<file path="src/rtl/spi_eng_pkg.sv">
package spi_eng_pkg;

    localparam int WORD_W  = 32;
    localparam int DIV_W   = 6;
    localparam int NBITS_W = 6;
    localparam int NUM_CS  = 3;
    localparam int ADDR_W  = 5;

    localparam logic [ADDR_W-1:0] OFS_FUNC  = 5'h00;
    localparam logic [ADDR_W-1:0] OFS_CLK   = 5'h04;
    localparam logic [ADDR_W-1:0] OFS_PINS  = 5'h08;
    localparam logic [ADDR_W-1:0] OFS_DOUT  = 5'h10;
    localparam logic [ADDR_W-1:0] OFS_SHIFT = 5'h14;
    localparam logic [ADDR_W-1:0] OFS_DIN   = 5'h18;

    localparam int SH_GO_BIT   = 31;
    localparam int SH_CS_LSB   = 28;
    localparam int SH_FINAL    = 26;
    localparam int PIN_CS_LSB  = 16;
    localparam int PIN_SCLK    = 1;
    localparam int PIN_MOSI    = 0;

    typedef struct packed {
        logic [NUM_CS-1:0]  cs_sel;
        logic               final_f;
        logic [NBITS_W-1:0] nbits;
    } shift_cmd_t;

    typedef struct packed {
        logic [NUM_CS-1:0] cs_lvl;
        logic              sclk_lvl;
        logic              mosi_lvl;
    } pin_lvl_t;

    localparam pin_lvl_t PIN_RESET = '{cs_lvl: '1, sclk_lvl: 1'b0, mosi_lvl: 1'b0};

    function automatic shift_cmd_t decode_cmd(input logic [WORD_W-1:0] w);
        shift_cmd_t c;
        c.cs_sel  = w[SH_CS_LSB +: NUM_CS];
        c.final_f = w[SH_FINAL];
        c.nbits   = w[NBITS_W-1:0];
        return c;
    endfunction

    function automatic logic [NBITS_W-1:0] eff_len(input logic [NBITS_W-1:0] n);
        if (n == '0 || n > NBITS_W'(WORD_W))
            return NBITS_W'(WORD_W);
        return n;
    endfunction

endpackage

</file>
<file path="src/rtl/spi_reg_file.sv">
module spi_reg_file
    import spi_eng_pkg::*;
(
    input  logic              clk,
    input  logic              rst,
    input  logic              wr_i,
    input  logic [ADDR_W-1:0] addr_i,
    input  logic [WORD_W-1:0] wdata_i,
    output logic [WORD_W-1:0] rdata_o,
    input  logic              busy_i,
    input  logic [WORD_W-1:0] rx_i,
    output logic              en_o,
    output logic [DIV_W-1:0]  div_o,
    output pin_lvl_t          pins_o,
    output logic [WORD_W-1:0] dout_o,
    output logic              start_o,
    output shift_cmd_t        cmd_o
);
    logic              en_q;
    logic [DIV_W-1:0]  div_q;
    pin_lvl_t          pins_q;
    logic [WORD_W-1:0] dout_q;
    shift_cmd_t        cmd_q;
    logic              shift_wr;

    assign shift_wr = wr_i && (addr_i == OFS_SHIFT);
    assign start_o  = shift_wr && wdata_i[SH_GO_BIT] && en_q && !busy_i;
    assign cmd_o    = decode_cmd(wdata_i);

    always_ff @(posedge clk) begin
        if (rst) begin
            en_q   <= 1'b0;
            div_q  <= '0;
            pins_q <= PIN_RESET;
            dout_q <= '0;
            cmd_q  <= '0;
        end else if (wr_i) begin
            case (addr_i)
                OFS_FUNC: en_q  <= wdata_i[0];
                OFS_CLK:  div_q <= wdata_i[DIV_W-1:0];
                OFS_PINS: begin
                    pins_q.cs_lvl   <= wdata_i[PIN_CS_LSB +: NUM_CS];
                    pins_q.sclk_lvl <= wdata_i[PIN_SCLK];
                    pins_q.mosi_lvl <= wdata_i[PIN_MOSI];
                end
                OFS_DOUT: dout_q <= wdata_i;
                OFS_SHIFT: if (start_o) cmd_q <= cmd_o;
                default: ;
            endcase
        end
    end

    always_comb begin
        rdata_o = '0;
        case (addr_i)
            OFS_FUNC:  rdata_o[0] = en_q;
            OFS_CLK:   rdata_o[DIV_W-1:0] = div_q;
            OFS_PINS: begin
                rdata_o[PIN_CS_LSB +: NUM_CS] = pins_q.cs_lvl;
                rdata_o[PIN_SCLK] = pins_q.sclk_lvl;
                rdata_o[PIN_MOSI] = pins_q.mosi_lvl;
            end
            OFS_DOUT:  rdata_o = dout_q;
            OFS_SHIFT: begin
                rdata_o[SH_GO_BIT] = busy_i;
                rdata_o[SH_CS_LSB +: NUM_CS] = cmd_q.cs_sel;
                rdata_o[SH_FINAL] = cmd_q.final_f;
                rdata_o[NBITS_W-1:0] = cmd_q.nbits;
            end
            OFS_DIN:   rdata_o = rx_i;
            default:   rdata_o = '0;
        endcase
    end

    assign en_o   = en_q;
    assign div_o  = div_q;
    assign pins_o = pins_q;
    assign dout_o = dout_q;

    // a command write during a running shift leaves the stored command alone
    p_busy_write_ignored_r8: assert property (@(posedge clk) disable iff (rst)
        (shift_wr && busy_i) |=> $stable(cmd_q));

endmodule

</file>
<file path="src/rtl/spi_half_tick.sv">
module spi_half_tick #(
    parameter int DIV_W = 6
) (
    input  logic             clk,
    input  logic             rst,
    input  logic             run_i,
    input  logic [DIV_W-1:0] div_i,
    output logic             tick_o
);
    logic [DIV_W-1:0] cnt_q;

    assign tick_o = run_i && (cnt_q == div_i);

    always_ff @(posedge clk) begin
        if (rst || !run_i)
            cnt_q <= '0;
        else if (cnt_q == div_i)
            cnt_q <= '0;
        else
            cnt_q <= cnt_q + 1'b1;
    end

    // with a divider above zero, half-period ticks never come back to back
    p_tick_gap_r3: assert property (@(posedge clk) disable iff (rst)
        (tick_o && div_i != '0 && $stable(div_i)) |=> !tick_o);

endmodule

</file>
<file path="src/rtl/spi_shift_core.sv">
module spi_shift_core
    import spi_eng_pkg::*;
#(
    parameter int DATA_W = WORD_W,
    parameter int CNT_W  = $clog2(DATA_W) + 1
) (
    input  logic              clk,
    input  logic              rst,
    input  logic              start_i,
    input  shift_cmd_t        cmd_i,
    input  logic [DATA_W-1:0] tx_word_i,
    input  logic              tick_i,
    input  logic              miso_i,
    output logic              busy_o,
    output logic              sclk_o,
    output logic              mosi_o,
    output logic [NUM_CS-1:0] cs_act_o,
    output logic [DATA_W-1:0] rx_word_o
);
    localparam logic [CNT_W-1:0] FULL = CNT_W'(DATA_W);

    logic              busy_q, sclk_q, final_q;
    logic [DATA_W-1:0] tx_q, rx_q;
    logic [CNT_W-1:0]  left_q, len;
    logic [NUM_CS-1:0] cs_q;

    assign len = CNT_W'(eff_len(cmd_i.nbits));

    always_ff @(posedge clk) begin
        if (rst) begin
            busy_q  <= 1'b0;
            sclk_q  <= 1'b0;
            final_q <= 1'b0;
            tx_q    <= '0;
            rx_q    <= '0;
            left_q  <= '0;
            cs_q    <= '0;
        end else if (start_i) begin
            busy_q  <= 1'b1;
            sclk_q  <= 1'b0;
            final_q <= cmd_i.final_f;
            tx_q    <= tx_word_i << (FULL - len);
            rx_q    <= '0;
            left_q  <= len;
            cs_q    <= cmd_i.cs_sel;
        end else if (busy_q && tick_i) begin
            if (!sclk_q) begin
                sclk_q <= 1'b1;
                rx_q   <= {rx_q[DATA_W-2:0], miso_i};
            end else begin
                sclk_q <= 1'b0;
                tx_q   <= tx_q << 1;
                left_q <= left_q - 1'b1;
                if (left_q == 1) begin
                    busy_q <= 1'b0;
                    if (final_q) cs_q <= '0;
                end
            end
        end
    end

    assign busy_o    = busy_q;
    assign sclk_o    = sclk_q;
    assign mosi_o    = tx_q[DATA_W-1];
    assign cs_act_o  = cs_q;
    assign rx_word_o = rx_q;

    // no clock activity outside a shift
    p_sclk_low_idle_r9: assert property (@(posedge clk) disable iff (rst)
        !busy_q |-> !sclk_q);
    // a shift opens with SCLK low (select setup half period)
    p_first_half_low_r9: assert property (@(posedge clk) disable iff (rst)
        $rose(busy_q) |-> !sclk_q);
    // capture register starts empty
    p_rx_cleared_r6: assert property (@(posedge clk) disable iff (rst)
        $rose(busy_q) |-> (rx_q == '0));
    // final shift releases every select
    p_release_r7: assert property (@(posedge clk) disable iff (rst)
        ($fell(busy_q) && final_q) |-> (cs_q == '0));
    // remaining count stays within 1..DATA_W while running
    p_left_range_r4: assert property (@(posedge clk) disable iff (rst)
        busy_q |-> (left_q != '0 && left_q <= FULL));

endmodule

</file>
<file path="src/rtl/spi_shift_host.sv">
module spi_shift_host
    import spi_eng_pkg::*;
(
    input  logic              clk,
    input  logic              rst,
    input  logic              bus_wr,
    input  logic [ADDR_W-1:0] bus_addr,
    input  logic [WORD_W-1:0] bus_wdata,
    output logic [WORD_W-1:0] bus_rdata,
    output logic              spi_sclk,
    output logic              spi_mosi,
    input  logic              spi_miso,
    output logic [NUM_CS-1:0] spi_cs_n
);
    logic              en, start, busy, tick, core_sclk, core_mosi;
    logic [DIV_W-1:0]  div;
    pin_lvl_t          pins;
    logic [WORD_W-1:0] dout, rx;
    shift_cmd_t        cmd;
    logic [NUM_CS-1:0] cs_act;

    spi_reg_file u_regs (
        .clk(clk), .rst(rst), .wr_i(bus_wr), .addr_i(bus_addr), .wdata_i(bus_wdata),
        .rdata_o(bus_rdata), .busy_i(busy), .rx_i(rx), .en_o(en), .div_o(div),
        .pins_o(pins), .dout_o(dout), .start_o(start), .cmd_o(cmd)
    );

    spi_half_tick #(.DIV_W(DIV_W)) u_tick (
        .clk(clk), .rst(rst), .run_i(busy), .div_i(div), .tick_o(tick)
    );

    spi_shift_core #(.DATA_W(WORD_W)) u_core (
        .clk(clk), .rst(rst), .start_i(start), .cmd_i(cmd), .tx_word_i(dout),
        .tick_i(tick), .miso_i(spi_miso), .busy_o(busy), .sclk_o(core_sclk),
        .mosi_o(core_mosi), .cs_act_o(cs_act), .rx_word_o(rx)
    );

    assign spi_sclk = busy ? core_sclk : pins.sclk_lvl;
    assign spi_mosi = busy ? core_mosi : pins.mosi_lvl;
    assign spi_cs_n = pins.cs_lvl & ~cs_act;

    // with the engine disabled a start request leaves it idle
    p_disabled_ignore_r2: assert property (@(posedge clk) disable iff (rst)
        (bus_wr && bus_addr == OFS_SHIFT && !en && !busy) |=> !busy);

endmodule

</file>
<file path="config.mk">
export PLATFORM = sky130hd
export DESIGN_NAME = spi_shift_host
export DESIGN_NICKNAME = d
export VERILOG_FILES = /design/src/rtl/spi_eng_pkg.sv /design/src/rtl/spi_reg_file.sv /design/src/rtl/spi_half_tick.sv /design/src/rtl/spi_shift_core.sv /design/src/rtl/spi_shift_host.sv
export SDC_FILE = /design/constraint.sdc
export NUM_CORES = 1
export LEC_CHECK = 0
export ABC_CLOCK_PERIOD_IN_PS = 3100
export BUFFER_PORTS_ARGS = -buffer_cell sky130_fd_sc_hd__buf_4
export CAP_MARGIN = 20
export CORE_MARGIN = 2
export CORE_UTILIZATION = 45
export CTS_CLUSTER_DIAMETER = 40
export DETAILED_ROUTE_END_ITERATION = 8
export PLACE_DENSITY = 0.72
export SLEW_MARGIN = 20
export SYNTH_ARGS = -nofsm -noshare
export SYNTH_HDL_FRONTEND = slang
export SYNTH_SLANG_ARGS = --single-unit
</file>
<file path="constraint.sdc">
create_clock -name clk -period 3.1 [get_ports clk]
set_clock_uncertainty 0.15 [all_clocks]
set_input_delay 0.155 -clock clk [delete_from_list [all_inputs] [get_ports clk]]
set_output_delay 0.155 -clock clk [all_outputs]
set_load 0.01 [all_outputs]
</file>
Word level (Yosys, flattened, before mapping)
Index checks and enable logic that the tools add are counted.
- flip-flop bits (word level): 136
- bits in latches: 0
- memory bits (writable): 0
- memory bits (read-only): 0
- output and inout bits: 37
- memories kept: 0
- add/sub/neg operators: 3
- multipliers: 0
- div/mod/pow operators: 0
- order comparisons: 1
- eq/ne operators: 7
- shifts and indexed selects: 1
- mux-type cells: 30
- bitwise logic cells: 3
- reduce and logical (&&, ||, !) cells: 26
- operators by type and width (kind ; number):
    two-way mux 32 bit ; 3
    << shifter 32 x 6 -> 32 bit ; 1
    two-way mux 6 bit ; 5
    case mux 10 bit (2 select lines) ; 1
    case mux 4 bit (4 select lines) ; 1
    == test 5 bit (second input constant) ; 3
    two-way mux 3 bit ; 5
    case mux 7 bit (2 select lines) ; 1
    case mux 4 bit (3 select lines) ; 1
    AND reduction 2 bit ; 6
    case mux 3 bit (3 select lines) ; 1
    two-way mux 1 bit ; 8
    nonzero test 2 bit ; 4
    adder 6 x 1 -> 6 bit (second input constant) ; 1
    == test 6 x 1 -> 1 bit (second input constant) ; 1
    == test 6 bit ; 1
    > comparator 6 bit (second input constant) ; 1
    logical AND 1 bit ; 6
    logical NOT 6 bit ; 1
    case mux 1 bit (6 select lines) ; 1
    AND reduction 3 bit ; 2
    subtractor 6 x 1 -> 6 bit (second input constant) ; 1
    subtractor 6 bit (first input constant) ; 1
    == test 5 x 3 -> 1 bit (second input constant) ; 1
    other kinds (12) ; 14

Depth between registers and ports, before layout
- depth after elaboration: 7
- depth in mapped cells: 15
- gate-level depth less buffers: 9

Modules after synthesis
From an unflattened synthesis, not the netlist that was laid out.
- cell total of the unflattened synthesis: 998
- area, all modules: 8211.6 um2
- by module, submodules not included (module ; times used ; cells each ; area an instance (um2)):
    spi_shift_core ; 1 ; 648 ; 5311.3
    spi_reg_file ; 1 ; 311 ; 2511.2
    spi_half_tick ; 1 ; 34 ; 340.3
    spi_shift_host ; 1 ; 5 ; 48.8

Least setup slack after synthesis
Ideal clock, no wire load.
- path type: input to register
- start: input bus_wdata[5]
- end: register u_core.tx_q[27]
- arrival time: 2707 ps
- data required time: 2859 ps
- slack: 152 ps
- stages: 13
- path buffers: 5
- cells stage by stage: buf_2 nor2b_1 inv_1 buf_2 buf_2 ha_1 buf_4 buf_6 mux2i_1 mux4_2 a221oi_1 a311oi_1 a311oi_1
- cells in the longest elaborated chain, start to end: 7
- elaborated cells between the ends (all ways): 8
- those cells by class: 1 x add/sub; 1 x order compare; 1 x shift; 3 x mux; 2 x reduce/logical
- RTL lines (element ; line ; RTL):
    start, declared ; spi_shift_host.sv:8 ; input logic [WORD_W-1:0] bus_wdata,
    > comparator 6 bit / logical NOT 6 bit (equally long branches) ; spi_eng_pkg.sv:46 ; if (n == '0 || n > NBITS_W'(WORD_W))
    logical OR 1 bit ; spi_eng_pkg.sv:46 ;
    two-way mux 1 bit ; spi_eng_pkg.sv:46 ;
    two-way mux 6 bit * ; spi_eng_pkg.sv:48 ; return n;
    subtractor 6 bit * ; spi_shift_core.sv:42 ; tx_q <= tx_word_i << (FULL - len);
    << shifter 32 x 6 -> 32 bit * ; spi_shift_core.sv:42 ;
    two-way mux 32 bit * ; spi_shift_core.sv:38 ; end else if (start_i) begin
    end signal, assigned ; spi_shift_core.sv:42 ;
    end signal, assigned ; spi_shift_core.sv:52 ; tx_q <= tx_q << 1;
    end, declared ; spi_shift_core.sv:23 ; logic [DATA_W-1:0] tx_q, rx_q;
Mark *: on every way between the ends. The rest lies on a longest branch, timed or not.
A chain may end at the register's enable or synchronous reset.

Worst setup path after layout
- start: input bus_wdata[1]
- end: register u_core.tx_q[25]
The elaborated chain is that of the path after synthesis.

==> impl_metrics.json <==
{
  "crit_fanout": 42,
  "drive_gt1_frac": 0.194,
  "holdWs_ns": 0.0407,
  "finalNetCount": 1067,
  "ir_drop_mv": 0.378,
  "drc": 0,
  "wl_per_cell_um": 19.1,
  "core_um2": 16600,
  "grt_overflow": 0,
  "synth_top_area_frac": 0.354,
  "r2r_slack_ns": 0.62,
  "internal_power_mw": 3.31,
  "synth_edf_count": 0,
  "dp_hpwl_mm": 16.4,
  "min_path_type": "primary input to flop",
  "r2r-end": "u_core.tx_q[8]",
  "ant_nets": 0,
  "min_period_ns": 2.95,
  "cts_sinks": 136,
  "track_usage": 0.265,
  "min_from": "bus_wdata[0]",
  "initial_core_util": 0.463,
  "numCtsBuffers": 17,
  "worstMarginPinSlew_ns": 0.672,
  "post-route-period-util": 0.952,
  "synthCells": 934,
  "synthToLayoutAreaGrowth_pct": 23.0,
  "maxCapViolations": 0,
  "gp_congestion": 0.963,
  "synth_area_um2": 7700,
  "syn_nets": 979,
  "async_flop_share": 0,
  "arrival_ns": 3.09,
  "routed-via-count": 7542,
  "reg2regPathDepth": 7,
  "clkTransAtPathRegs_ns": 0.06,
  "min_delay_path_depth": 4,
  "ys_ff_latch": 136,
  "p_sw_frac": 0.245,
  "synth_seq_area_share": 0.354,
  "grt_setup_unrepaired": "no",
  "leakagePower_nw": 3.61,
  "die_y_um": 135,
  "die_area_um2": 18200,
  "critPathCaptureType": "flop",
  "slew_violations": 0,
  "grt_max_degree": 44,
  "p_comb_frac": 0.100,
  "powerDensity_nw_per_um2": 464,
  "synth_area_leaders": "dfxtp_1 (35%), nand2_1 (12%), mux4_2 (7.0%)",
  "clk_latency_ns": 0.43,
  "multi_input_area_um2": 4530,
  "final_cell_count_no_fill": 1254,
  "setup_tns_ns": 0,
  "hold_end": "u_regs.dout_o[0]",
  "regArea_um2": 2720,
  "dp.cells": 1185,
  "drt_iter0_drc": 706,
  "drt_pass1_iterations": 5,
  "synth-main-ff-cell": "dfxtp_1",
  "clkPwrFrac": 0.500,
  "yosysWarnings": 0,
  "drt-total-wl_mm": 23.9,
  "cts_root_buf": "clkbuf_16",
  "seqPwrFrac": 0.400,
  "antenna_cells": 0,
  "cts_tree": "built",
  "critPathLaunchType": "primary input",
  "synthDistinctLibCells": 75,
  "row_count": 47,
  "antenna_found_initial": 0,
  "fp.dieW_um": 135,
  "grt_pass1_vias": 7072,
  "finalSetupViolations": 0,
  "numPortBuffers": 77,
  "clock_path_buffers": 2,
  "syn_avg_cell_area_um2": 8.25,
  "status": "finished, final reports clean",
  "pin_count": 78,
  "finalPower_mw": 4.39,
  "cp.required_ns": 3.24,
  "synth_largest_area_cell": "dfxtp_1",
  "fmax_mhz": 339,
  "max_slew_margin": 0.552,
  "rr_startpoint": "u_regs.div_o[5]",
  "htree_levels": 4,
  "grt_pass1_wl_mm": 38.0,
  "hold_viol": 0,
  "fill_cells": 1472,
  "switchingPower_mw": 1.08,
  "setup.worst_path.class": "primary input to flop",
  "vias_per_cell": 6.01
}
## kinds of logic (layout without fill, tap and decap cells)
| group | count (synthesis) | after routing | synth area share |
|---|---|---|---|
| compound gates | 247 | 247 | 0.215 |
| xor+xnor | 18 | 18 | 0.0239 |
| fa+ha+maj | 4 | 4 | 0.00650 |
| buf+inv | 98 | 198 | 0.0603 |
| flops | 136 | 136 | 0.354 |
| mux | 66 | 66 | 0.126 |
| simple gates | 365 | 365 | 0.215 |
## critical path, stage by stage
cell	delay [ns]
dlygate4sd3_1	0.52
buf_4	0.17
nand2_1	0.08
ha_2	0.35
buf_12	0.23
mux2i_1	0.46
mux4_2	0.35
a21boi_0	0.16
a2111oi_1	0.50
a211oi_1	0.09
## power groups by stage
stage	registers [mW]	clock network, mW	logic [mW]
floorplan	1.79	0	0.271
global placement	1.80	0	0.388
detailed placement	1.80	0	0.391
CTS	1.76	2.20	0.427
global route	1.76	2.27	0.467
finish	1.76	2.19	0.439
## timing repair
item	in CTS	in global routing
setup buffers	0	0
hold buffers	38	0
setup endpoints to repair	0	1
gates resized for setup	0	2
endpoints found under the hold margin	58	0
## final cells by class
cell class / count / area share
timing repair buffer: 151 / 0.132
tap: 220 / 0.0291
multi-input combinational: 700 / 0.478
clock buffer: 18 / 0.0464
sequential: 136 / 0.287
inverter: 16 / 0.00634
clock inverter: 13 / 0.0206
## placed cells by master (no fill, tap or decap), drive strengths merged, types with 10 or more instances in the layout
master / synthesis / routed
mux2i: 34 / 34
nor2: 42 / 42
a22o: 30 / 30
mux4: 24 / 24
a21oi: 103 / 103
nand2: 238 / 238
xor2: 11 / 11
buf: 35 / 113
o21ai: 20 / 20
dlygate4sd3: 0 / 38
clkbuf: 47 / 18
dfxtp: 136 / 136
nand3: 28 / 28
inv: 16 / 19
a211oi: 18 / 18
nor3: 10 / 10
## Yosys cell counts (3+ instances only)
cell type / instances
a222oi_1: 5
a211o_1: 3
xor2_1: 10
o211ai_1: 6
mux4_2: 24
and2_1: 3
nor2_1: 41
buf_2: 23
nand2b_1: 5
a221oi_1: 6
nor2b_1: 7
o22ai_1: 6
ha_1: 4
mux2_2: 8
a22o_1: 30
dfxtp_1: 136
nand2_1: 238
o21ai_0: 18
xnor2_1: 6
mux2i_1: 34
a32o_1: 3
inv_1: 16
a21oi_1: 103
nand3b_1: 3
buf_6: 5
a31oi_1: 9
a22oi_1: 6
buf_4: 5
nand4_1: 3
nor3_1: 10
a31o_2: 3
clkbuf_1: 47
a221o_1: 5
nand3_1: 27
and3_1: 8
a211oi_1: 18
a311oi_1: 7
## how the worst max path moves through the flow
stage,from,end,slack (ns),depth (start not counted)
floorplan,bus_wdata[5],u_core.tx_q[27],0.15,13
global placement,bus_wdata[0],u_core.tx_q[20],0.30,10
detailed placement,bus_wdata[0],u_core.tx_q[25],0.18,10
CTS,bus_wdata[1],u_core.tx_q[25],0.16,10
global route,bus_wdata[1],u_core.tx_q[25],0.06,10
finish,bus_wdata[1],u_core.tx_q[25],0.15,10
## per-stage QoR
step	setup WS [ns]	instance area, µm²	util
global placement	0.305	8460	0.508
global route	0.0649	9470	0.569
detailed placement	0.182	8460	0.508
finish	0.149	9470	0.569
floorplan	0.152	7700	-
CTS	0.158	9470	0.569
## per-layer routing
| layer | GRT usage | wire length [µm] | part of all wire | up-vias |
|---|---|---|---|---|
| li1 | - | - | - | 3535 |
| met1 | 0.370 | 10400 | 0.44 | 3624 |
| met2 | 0.412 | 11200 | 0.47 | 341 |
| met3 | 0.0529 | 1800 | 0.075 | 42 |
| met4 | 0.0860 | 526 | 0.022 | 0 |
| met5 | 0 | 0 | 0 | - |
## state kept, by name (all words and copies together) (netlist names), 3 cells and up
name and count:
u_core.rx_word_o 32, u_core.tx_q 32, u_regs.dout_o 32, u_regs.cmd_q 10
u_core.left_q 6, u_regs.div_o 6, u_tick.cnt_q 6, u_regs.pins_o 5
u_core.cs_act_o 3
Note: power is estimated with default switching activity, not from simulation.
